[src/rtl/pin_remap_pkg.sv]
package pin_remap_pkg;
    typedef enum logic [1:0] {
        KEY_IDLE = 2'd0,
        KEY_HALF = 2'd1,
        KEY_OPEN = 2'd2
    } key_state_t;

    localparam logic [7:0] KEY_BYTE_A    = 8'h55;
    localparam logic [7:0] KEY_BYTE_B    = 8'hAA;
    localparam logic [7:0] ADDR_KEY      = 8'h00;
    localparam logic [7:0] ADDR_CTRL     = 8'h01;
    localparam logic [7:0] ADDR_IN_BASE  = 8'h10;
    localparam logic [7:0] ADDR_OUT_BASE = 8'h20;
endpackage

[src/rtl/pin_remap_lockctl.sv]
module pin_remap_lockctl
    import pin_remap_pkg::*;
(
    input  logic       clk,
    input  logic       rst_n,
    input  logic       one_way,
    input  logic       acc_wr,
    input  logic       acc_rd,
    input  logic [7:0] addr,
    input  logic [7:0] wdata,
    output logic       lock,
    output key_state_t state
);
    key_state_t state_nxt;
    logic       any_acc;
    logic       key_wr;
    logic       commit;

    assign any_acc = acc_wr | acc_rd;
    assign key_wr  = acc_wr && (addr == ADDR_KEY);

    always_ff @(posedge clk) begin
        if (!rst_n) state <= KEY_IDLE;
        else        state <= state_nxt;
    end

    always_comb begin
        state_nxt = state;
        unique case (state)
            KEY_IDLE: if (key_wr && wdata == KEY_BYTE_A) state_nxt = KEY_HALF;
            KEY_HALF: begin
                if (key_wr && wdata == KEY_BYTE_B) state_nxt = KEY_OPEN;
                else if (any_acc)                  state_nxt = KEY_IDLE;
            end
            KEY_OPEN: if (any_acc) state_nxt = KEY_IDLE;
            default:  state_nxt = KEY_IDLE;
        endcase
    end

    assign commit = (state == KEY_OPEN) && acc_wr && (addr == ADDR_CTRL);

    always_ff @(posedge clk) begin
        if (!rst_n)                          lock <= 1'b0;
        else if (commit && !(one_way && lock)) lock <= wdata[0];
    end
endmodule

[src/rtl/pin_remap_regs.sv]
module pin_remap_regs
    import pin_remap_pkg::*;
#(
    parameter int NUM_PINS = 8,
    parameter int NUM_IN   = 4,
    parameter int IDX_W    = 4,
    parameter int CODE_W   = 3
) (
    input  logic                       clk,
    input  logic                       rst_n,
    input  logic                       acc_wr,
    input  logic [7:0]                 addr,
    input  logic [7:0]                 wdata,
    input  logic                       lock,
    output logic [NUM_IN*IDX_W-1:0]    in_map,
    output logic [NUM_PINS*CODE_W-1:0] out_map
);
    localparam int USED_W = (IDX_W > CODE_W) ? IDX_W : CODE_W;

    logic open_wr;
    logic unused_hi;

    assign open_wr   = acc_wr && !lock;
    assign unused_hi = ^(wdata >> USED_W);

    for (genvar k = 0; k < NUM_IN; k++) begin : g_sel
        localparam logic [7:0] MY_ADDR = ADDR_IN_BASE + 8'(k);
        always_ff @(posedge clk) begin
            if (!rst_n)
                in_map[k*IDX_W +: IDX_W] <= '1;
            else if (open_wr && addr == MY_ADDR)
                in_map[k*IDX_W +: IDX_W] <= wdata[IDX_W-1:0];
        end
    end

    for (genvar p = 0; p < NUM_PINS; p++) begin : g_fn
        localparam logic [7:0] MY_ADDR = ADDR_OUT_BASE + 8'(p);
        always_ff @(posedge clk) begin
            if (!rst_n)
                out_map[p*CODE_W +: CODE_W] <= '0;
            else if (open_wr && addr == MY_ADDR)
                out_map[p*CODE_W +: CODE_W] <= wdata[CODE_W-1:0];
        end
    end
endmodule

[src/rtl/pin_remap_inmux.sv]
module pin_remap_inmux #(
    parameter int NUM_PINS = 8,
    parameter int NUM_IN   = 4,
    parameter int IDX_W    = 4
) (
    input  logic [NUM_IN*IDX_W-1:0] in_map,
    input  logic [NUM_PINS-1:0]     pin_in,
    input  logic [NUM_PINS-1:0]     pin_analog,
    output logic [NUM_IN-1:0]       pf_in
);
    for (genvar k = 0; k < NUM_IN; k++) begin : g_in
        logic [IDX_W-1:0] sel;
        assign sel = in_map[k*IDX_W +: IDX_W];
        always_comb begin
            pf_in[k] = 1'b1;
            for (int p = 0; p < NUM_PINS; p++) begin
                if (sel == IDX_W'(p)) pf_in[k] = pin_analog[p] ? 1'b1 : pin_in[p];
            end
        end
    end
endmodule

[src/rtl/pin_remap_outmux.sv]
module pin_remap_outmux #(
    parameter int NUM_PINS = 8,
    parameter int NUM_FN   = 6,
    parameter int CODE_W   = 3
) (
    input  logic [NUM_PINS*CODE_W-1:0] out_map,
    input  logic [NUM_FN-1:0]          fn_out,
    input  logic [NUM_FN-1:0]          fn_en,
    input  logic [NUM_PINS-1:0]        pin_analog,
    output logic [NUM_PINS-1:0]        pin_out,
    output logic [NUM_PINS-1:0]        pin_oe
);
    for (genvar p = 0; p < NUM_PINS; p++) begin : g_out
        logic [CODE_W-1:0] code;
        logic              drv;
        logic              en;
        assign code = out_map[p*CODE_W +: CODE_W];
        always_comb begin
            drv = 1'b0;
            en  = 1'b0;
            for (int f = 0; f < NUM_FN; f++) begin
                if (code == CODE_W'(f + 1)) begin
                    drv = fn_out[f];
                    en  = fn_en[f];
                end
            end
        end
        assign pin_oe[p]  = en && !pin_analog[p];
        assign pin_out[p] = drv && pin_oe[p];
    end
endmodule

[src/rtl/pin_remap_xbar.sv]
module pin_remap_xbar
    import pin_remap_pkg::*;
#(
    parameter int NUM_PINS = 8,
    parameter int NUM_IN   = 4,
    parameter int NUM_FN   = 6
) (
    input  logic                clk,
    input  logic                rst_n,
    input  logic                one_way,
    input  logic                bus_wr,
    input  logic                bus_rd,
    input  logic [7:0]          bus_addr,
    input  logic [7:0]          bus_wdata,
    output logic [7:0]          bus_rdata,
    input  logic [NUM_PINS-1:0] pin_in,
    input  logic [NUM_PINS-1:0] pin_analog,
    output logic [NUM_PINS-1:0] pin_out,
    output logic [NUM_PINS-1:0] pin_oe,
    input  logic [NUM_FN-1:0]   fn_out,
    input  logic [NUM_FN-1:0]   fn_en,
    output logic [NUM_IN-1:0]   pf_in
);
    localparam int IDX_W  = $clog2(NUM_PINS + 1);
    localparam int CODE_W = $clog2(NUM_FN + 1);

    logic                       lock_q;
    key_state_t                 key_state;
    logic [NUM_IN*IDX_W-1:0]    in_map;
    logic [NUM_PINS*CODE_W-1:0] out_map;

    pin_remap_lockctl u_lock (
        .clk    (clk),
        .rst_n  (rst_n),
        .one_way(one_way),
        .acc_wr (bus_wr),
        .acc_rd (bus_rd),
        .addr   (bus_addr),
        .wdata  (bus_wdata),
        .lock   (lock_q),
        .state  (key_state)
    );

    pin_remap_regs #(
        .NUM_PINS(NUM_PINS), .NUM_IN(NUM_IN), .IDX_W(IDX_W), .CODE_W(CODE_W)
    ) u_regs (
        .clk    (clk),
        .rst_n  (rst_n),
        .acc_wr (bus_wr),
        .addr   (bus_addr),
        .wdata  (bus_wdata),
        .lock   (lock_q),
        .in_map (in_map),
        .out_map(out_map)
    );

    pin_remap_inmux #(
        .NUM_PINS(NUM_PINS), .NUM_IN(NUM_IN), .IDX_W(IDX_W)
    ) u_inmux (
        .in_map    (in_map),
        .pin_in    (pin_in),
        .pin_analog(pin_analog),
        .pf_in     (pf_in)
    );

    pin_remap_outmux #(
        .NUM_PINS(NUM_PINS), .NUM_FN(NUM_FN), .CODE_W(CODE_W)
    ) u_outmux (
        .out_map   (out_map),
        .fn_out    (fn_out),
        .fn_en     (fn_en),
        .pin_analog(pin_analog),
        .pin_out   (pin_out),
        .pin_oe    (pin_oe)
    );

    always_comb begin
        bus_rdata = 8'h00;
        if (bus_addr == ADDR_CTRL) bus_rdata = {7'b0, lock_q};
        for (int k = 0; k < NUM_IN; k++) begin
            if (bus_addr == ADDR_IN_BASE + 8'(k))
                bus_rdata = 8'(in_map[k*IDX_W +: IDX_W]);
        end
        for (int p = 0; p < NUM_PINS; p++) begin
            if (bus_addr == ADDR_OUT_BASE + 8'(p))
                bus_rdata = 8'(out_map[p*CODE_W +: CODE_W]);
        end
    end
endmodule

[config.mk]
export PLATFORM = sky130hd
export DESIGN_NAME = pin_remap_xbar
export DESIGN_NICKNAME = d
export VERILOG_FILES = /design/src/rtl/pin_remap_pkg.sv /design/src/rtl/pin_remap_lockctl.sv /design/src/rtl/pin_remap_regs.sv /design/src/rtl/pin_remap_inmux.sv /design/src/rtl/pin_remap_outmux.sv /design/src/rtl/pin_remap_xbar.sv
export SDC_FILE = /design/constraint.sdc
export NUM_CORES = 1
export LEC_CHECK = 0
export BUFFER_PORTS_ARGS = -buffer_cell sky130_fd_sc_hd__buf_2
export CAP_MARGIN = 20
export CELL_PAD_IN_SITES_DETAIL_PLACEMENT = 0
export CELL_PAD_IN_SITES_GLOBAL_PLACEMENT = 1
export CORE_ASPECT_RATIO = 0.6
export CORE_MARGIN = 2
export CORE_UTILIZATION = 37
export DETAILED_ROUTE_END_ITERATION = 7
export GPL_ROUTABILITY_DRIVEN = 0
export PLACE_DENSITY = 0.85
export SYNTH_ARGS = -nofsm -noshare
export SYNTH_HDL_FRONTEND = slang
export SYNTH_SLANG_ARGS = --single-unit
[constraint.sdc]
create_clock -name clk -period 1.4 [get_ports clk]
set_input_delay 0.14 -clock clk [delete_from_list [all_inputs] [get_ports clk]]
set_output_delay 0.14 -clock clk [all_outputs]
set_load 0.03 [all_outputs]
# After elaboration in Yosys (flattened, before gate mapping)
# Cells that the tools add are included.
[word_totals] reg_bits=43 output_inout_bits=28
[op_classes] n_eq_ne=94 muxes=153 bitwise_logic=1 reduce_logical=52
[op_table] cell="$mux 1" n=137
[op_table] cell="$mux 8" n=12
[op_table] cell="$eq 3x3->1 const B" n=24
[op_table] cell="$eq 4x3->1 const B" n=16
[op_table] cell="$eq 8x6->1 const B" n=8
[op_table] cell="$eq 3x2->1 const B" n=16
[op_table] cell="$logic_and 1x1->1" n=36
[op_table] cell="$eq 4x2->1 const B" n=8
[op_table] cell="$eq 8x5->1 const B" n=4
[op_table] cell="$eq 3x1->1 const B" n=8
[op_table] cell="$eq 4x1->1 const B" n=4
[op_table] cell="$logic_not 4->1" n=4
[op_table] cell="$logic_not 1->1" n=10
[op_table] cell="$eq 8x1->1 const B" n=1
[op_table] cell="$eq 8x7->1 const B" n=1
[op_table] cell="$eq 8x8->1 const B" n=1
[op_table] cell="$logic_not 8->1" n=1
[op_table] cell="$mux 2" n=3
[op_table] cell="$pmux 2 s3" n=1
[op_table] cell="$eq 2x1->1 const B" n=1
[op_table] cell="$eq 2x2->1 const B" n=1
[op_table] cell="$logic_not 2->1" n=1
[op_table] cell="$ne 2x1->1 const B" n=1
[op_table] cell="$or 1x1->1" n=1

# Logic depth before layout (Yosys ltp)
[depth] word_depth=14 ltp_mapped=7 mapped_depth_nobuf=5

# Modules after synthesis
# From an unflattened synthesis, not the netlist that was laid out.
[unflattened] hier_cells=415 hier_area_um2=3808.7
[by_module_without_submodules] mod="pin_remap_regs" n_inst=1 cells_each=151 area_per_inst_um2=1664.1 seq_area_each_um2=800.8
[by_module_without_submodules] mod="pin_remap_outmux" n_inst=1 cells_each=135 area_per_inst_um2=1074.8 seq_area_each_um2=0.0
[by_module_without_submodules] mod="pin_remap_xbar" n_inst=1 cells_each=67 area_per_inst_um2=524.3 seq_area_each_um2=0.0
[by_module_without_submodules] mod="pin_remap_inmux" n_inst=1 cells_each=37 area_per_inst_um2=302.8 seq_area_each_um2=0.0
[by_module_without_submodules] mod="pin_remap_lockctl" n_inst=1 cells_each=25 area_per_inst_um2=242.7 seq_area_each_um2=60.1

# Worst setup path before layout
# OpenSTA, ideal clock, no wires.
[synth_timing] path_type="register to output" from="register u_regs.out_map[18]" to="output pin_out[6]" arrival_time_ns=2.046 t_required_ns=1.260 slack_ns=-0.786 stages_incl_launch_ff=7 n_path_buf=1 cell_sequence="dfxtp_1 -> clkbuf_1 -> inv_1 -> nor2_1 -> a311oi_1 -> a211oi_1 -> and3_1"
[synth_via] elab_chain_cells=9 word_cells_on_any_way=20
[synth_rtl] element="from (decl)" line_no="pin_remap_regs.sv:16" rtl="output logic [NUM_PINS*CODE_W-1:0] out_map"
[synth_rtl] element="from (signal, indexed assignment)" line_no="pin_remap_regs.sv:42" rtl="out_map[p*CODE_W +: CODE_W] <= wdata[CODE_W-1:0];"
[synth_rtl] element="$eq 3x1->1" line_no="pin_remap_outmux.sv:22" rtl="if (code == CODE_W'(f + 1)) begin"
[synth_rtl] element="$mux 1 (5 in a row)" line_no="pin_remap_outmux.sv:22"
[synth_rtl] element="$mux 1 (*)" line_no="pin_remap_outmux.sv:22"
[synth_rtl] element="$logic_and 1x1->1 (*)" line_no="pin_remap_outmux.sv:28" rtl="assign pin_oe[p] = en && !pin_analog[p];"
[synth_rtl] element="net pin_oe[6]" line_no="pin_remap_xbar.sv:19" rtl="output logic [NUM_PINS-1:0] pin_oe,"
[synth_rtl] element="$logic_and 1x1->1 (*)" line_no="pin_remap_outmux.sv:29" rtl="assign pin_out[p] = drv && pin_oe[p];"
[synth_rtl] element="to (decl)" line_no="pin_remap_xbar.sv:18" rtl="output logic [NUM_PINS-1:0] pin_out,"
# The timed path passes the listed nets; every way through them passes the cells marked *.

# Final worst setup path
[layout_timing] from="register u_regs.out_map[1]" to="output bus_rdata[1]"
[layout_via] elab_chain_cells=8
[layout_rtl] element="$mux 8 (8 in a row)" line_no="pin_remap_xbar.sv:85" rtl="if (bus_addr == ADDR_OUT_BASE + 8'(p))"
[layout_rtl] element="to (decl)" line_no="pin_remap_xbar.sv:15" rtl="output logic [7:0] bus_rdata,"
# No other way between the ends.

==> reports/summary.txt <==
Avg WL per Cell = 19.39 microns
CTS Hold Bufs = 0
Syn-to-layout area delta = 61.73%
Sink Count = 43
Fillers = 783
Worst-Skew Late Latency = 0.29 ns
DR vias = 4201
Final cell count without fillers = 731
Synth top area share = 24.27%
Endpoints failing hold = 0
Worst-margin pin slew = 0.5664 ns
Clock transition at path regs = 0.06 ns
Ports = 77
Syn Area/Cell = 8.192 sq um
Fmax = 537.1 MHz
Core area = 0.009256 sq mm
Initial core utilization = 38.32%
Register bit total from synthesis = 43
CP Capture Type = primary output
Largest net degree at the start of global routing = 20
Setup crit start = u_regs.out_map[1]
DRC = 0
Worst hold slack = 0.1129 ns
Final setup margin = -0.4619 ns
Xor and xnor area share after synthesis = 0%
Synth area leaders = dfxtp_1 (24%), mux2i_1 (16%), mux4_2 (8.3%)
Std-Cell Rows = 27
CTS root buf = clkbuf_16
Largest family of logic cells by synthesized area = multiplexers
Slowest cell on crit path = a222oi_1
Hold Path Origin = bus_rd
Die Width = 130.4 microns
Die area = 0.01041 sq mm
RSZ-0062 raised after global routing = true
Class of the most critical setup path = reg2out
Final global-route overflow total = 0
Share of cells above drive strength 1 = 52.91%
Synth Flop Type = dfxtp_1
Register area = 912.1 sq um
DP Wirelength = 10.87 mm
Final worst path period share = 133.0%
Area of the multi-input gates = 0.002872 sq mm
Simple-Gate Fraction of Synth Area = 25.40%
Arrival @ worst endpoint = 1.72 ns
Antenna violations before repair = 0
Failing checks = setup timing
YS warnings = 0
N_diodes = 0
Final #Nets = 649
CP Cell Sequence = buf_6 -> a21oi_2 -> nand2_1 -> a222oi_1 -> o21ai_2 -> buf_6
Vias/cell = 5.747
FFs w/ async S/R, synth = 0%
Most frequent cells in the layout = buf_4 (111), mux2i_1 (54), buf_2 (45), buf_6 (38), nand2_1 (35)
Cell accounting for the most synthesized area = dfxtp_1
First-pass GRT wire length = 21.54 mm
Worst Clk Skew = 0.004449 ns
Complex-gate fraction of the synthesized area = 16.26%
Slew HR = 62.10%
Peak supply drop = 419.9 uV
Starting DRT DRC Count = 436
Max FO, Critical Path = 5
Final min period = 1.862 ns
Die Y = 79.84 microns
Drt first pass iters = 5
Place WS = -0.3939 ns
Post-synth EDFFs = 0
Post-synthesis sequential area ratio = 24.27%
Commonest non-fill, non-tap cell in the layout = buf_4
Overall routing resource usage = 27.26%
H-tree depth = 2
Setup violators final = 30
Slew Limit Fails = 0
Cells after Synth = 433
CP max stage delay = 0.46 ns
Cells after DPL = 707
CTS tree = yes
HP Class = in2reg
Req. time, crit path = 1.26 ns
Leak pwr = 2.469 nW
Netlist cell types = 55
ANT nets after route = 0
Max-cap violations = 0
Startpoint Class = flop
Number of global-route vias before repair = 4132
Power Density = 524.6 mW/mm^2
Cts bufs inserted = 5
IO Port Bufs = 72
Max Root-Sink Buffers = 2
Cell repeated most along the worst path = buf_6
Post-Syn Area = 0.003547 sq mm
Routed WL = 14.18 mm
Adder-cell share of the synthesized area = 0%
Status = complete, but fails checks
Worst r2r src = u_lock.lock
Mux cell area share after synthesis = 26.53%
## critical path: cells and delay by family (launching register included)
family / cells / cell delay (ns)
flops: 1 / 0.37
buf+inv: 2 / 0.29
compound gates: 3 / 0.70
simple gates: 1 / 0.07
## power breakdown
group	total (mW)	internal [mW]	leakage (nW)	switching (mW)
clock	1.17	0.659	0.0669	0.514
sequential	1.21	1.20	0.355	0.00229
combinational	0.630	0.281	2.05	0.349
total	3.01	2.14	2.47	0.865
## area by class of cell
class | instances | area share [%]
Clock inverter | 2 | 0.2181
Timing Repair Buffer | 200 | 27.83
Inverter | 13 | 0.9160
Tap cell | 130 | 2.835
Sequential cell | 43 | 15.90
Multi-Input combinational cell | 337 | 50.05
Clock buffer | 6 | 2.246
## worst paths after layout
path	end	slack, ns	cells after the start
worst min register to register	u_regs.in_map[11]	0.49	2
worst min-delay path	u_lock.state[0]	0.11	3
worst max-delay path	bus_rdata[1]	-0.46	6
worst max register to register	u_regs.out_map[21]	-0.09	6
## per-layer routing
| metal | vias up | global-route usage [%] | routed length [microns] |
|---|---|---|---|
| li1 | 1908 | - | - |
| met2 | 222 | 40.73 | 6141 |
| met4 | 0 | 6.702 | 197 |
| met5 | - | 0 | 0 |
| met1 | 2039 | 38.75 | 6366 |
| met3 | 32 | 7.574 | 1470 |
## synthesized netlist by cell type, types with 2 or more instances
cell      count
o211a_1       2
a32o_1        2
nand3_1      36
nor4b_1       3
inv_1        13
nor2_1       37
o31ai_1       2
buf_2        16
nand4_1       2
a21boi_0     10
dfxtp_1      43
a221oi_1      2
o211ai_1      8
a31oi_1       6
mux2i_1      58
a22o_1        2
nand2_1      43
a311o_1       3
a211oi_1      7
a221o_1       2
a311oi_1      3
nor3_1        4
or2_2         3
clkbuf_1     17
mux4_2       13
nor4_1        2
o21ai_0       7
a21oi_1      18
nand3b_1      3
nand2b_1      3
and2_1        2
buf_1         2
buf_4         7
and3_1        8
mux2_2        6
nor2b_1      19
## through the flow
stage               instance area, sq um  total power [mW]  TNS, ns  utilization, %
global route                        5737             3.083   -10.47           61.98
global placement                    4976             1.786   -6.675           53.76
finish                              5737             3.010   -8.576           61.98
floorplan                           3865             1.510   -1.477               -
detailed placement                  4976             1.800   -10.30           53.76
CTS                                 5470             2.950   -8.003           59.10
## cells by family (layout without fill, tap and decap cells)
| family | Yosys count | in the layout |
|---|---|---|
| simple gates | 175 | 175 |
| mux | 77 | 77 |
| flops | 43 | 43 |
| buf+inv | 56 | 221 |
| other cells | 1 | 4 |
| compound gates | 81 | 81 |
## sequential cells by signal, indices dropped and copies added, names as in the netlist
| signal | flops |
|---|---|
| u_lock.lock | 1 |
| u_lock.state | 2 |
| u_regs.in_map | 16 |
| u_regs.out_map | 24 |
## repair_timing
action / CTS / global route
gates cloned: 0 / 1
pin swaps: 32 / 27
buffers inserted: 5 / 10
setup endpoints to repair: 44 / 61
resized for setup: 109 / 54
Power figures use the tool's default switching activity.
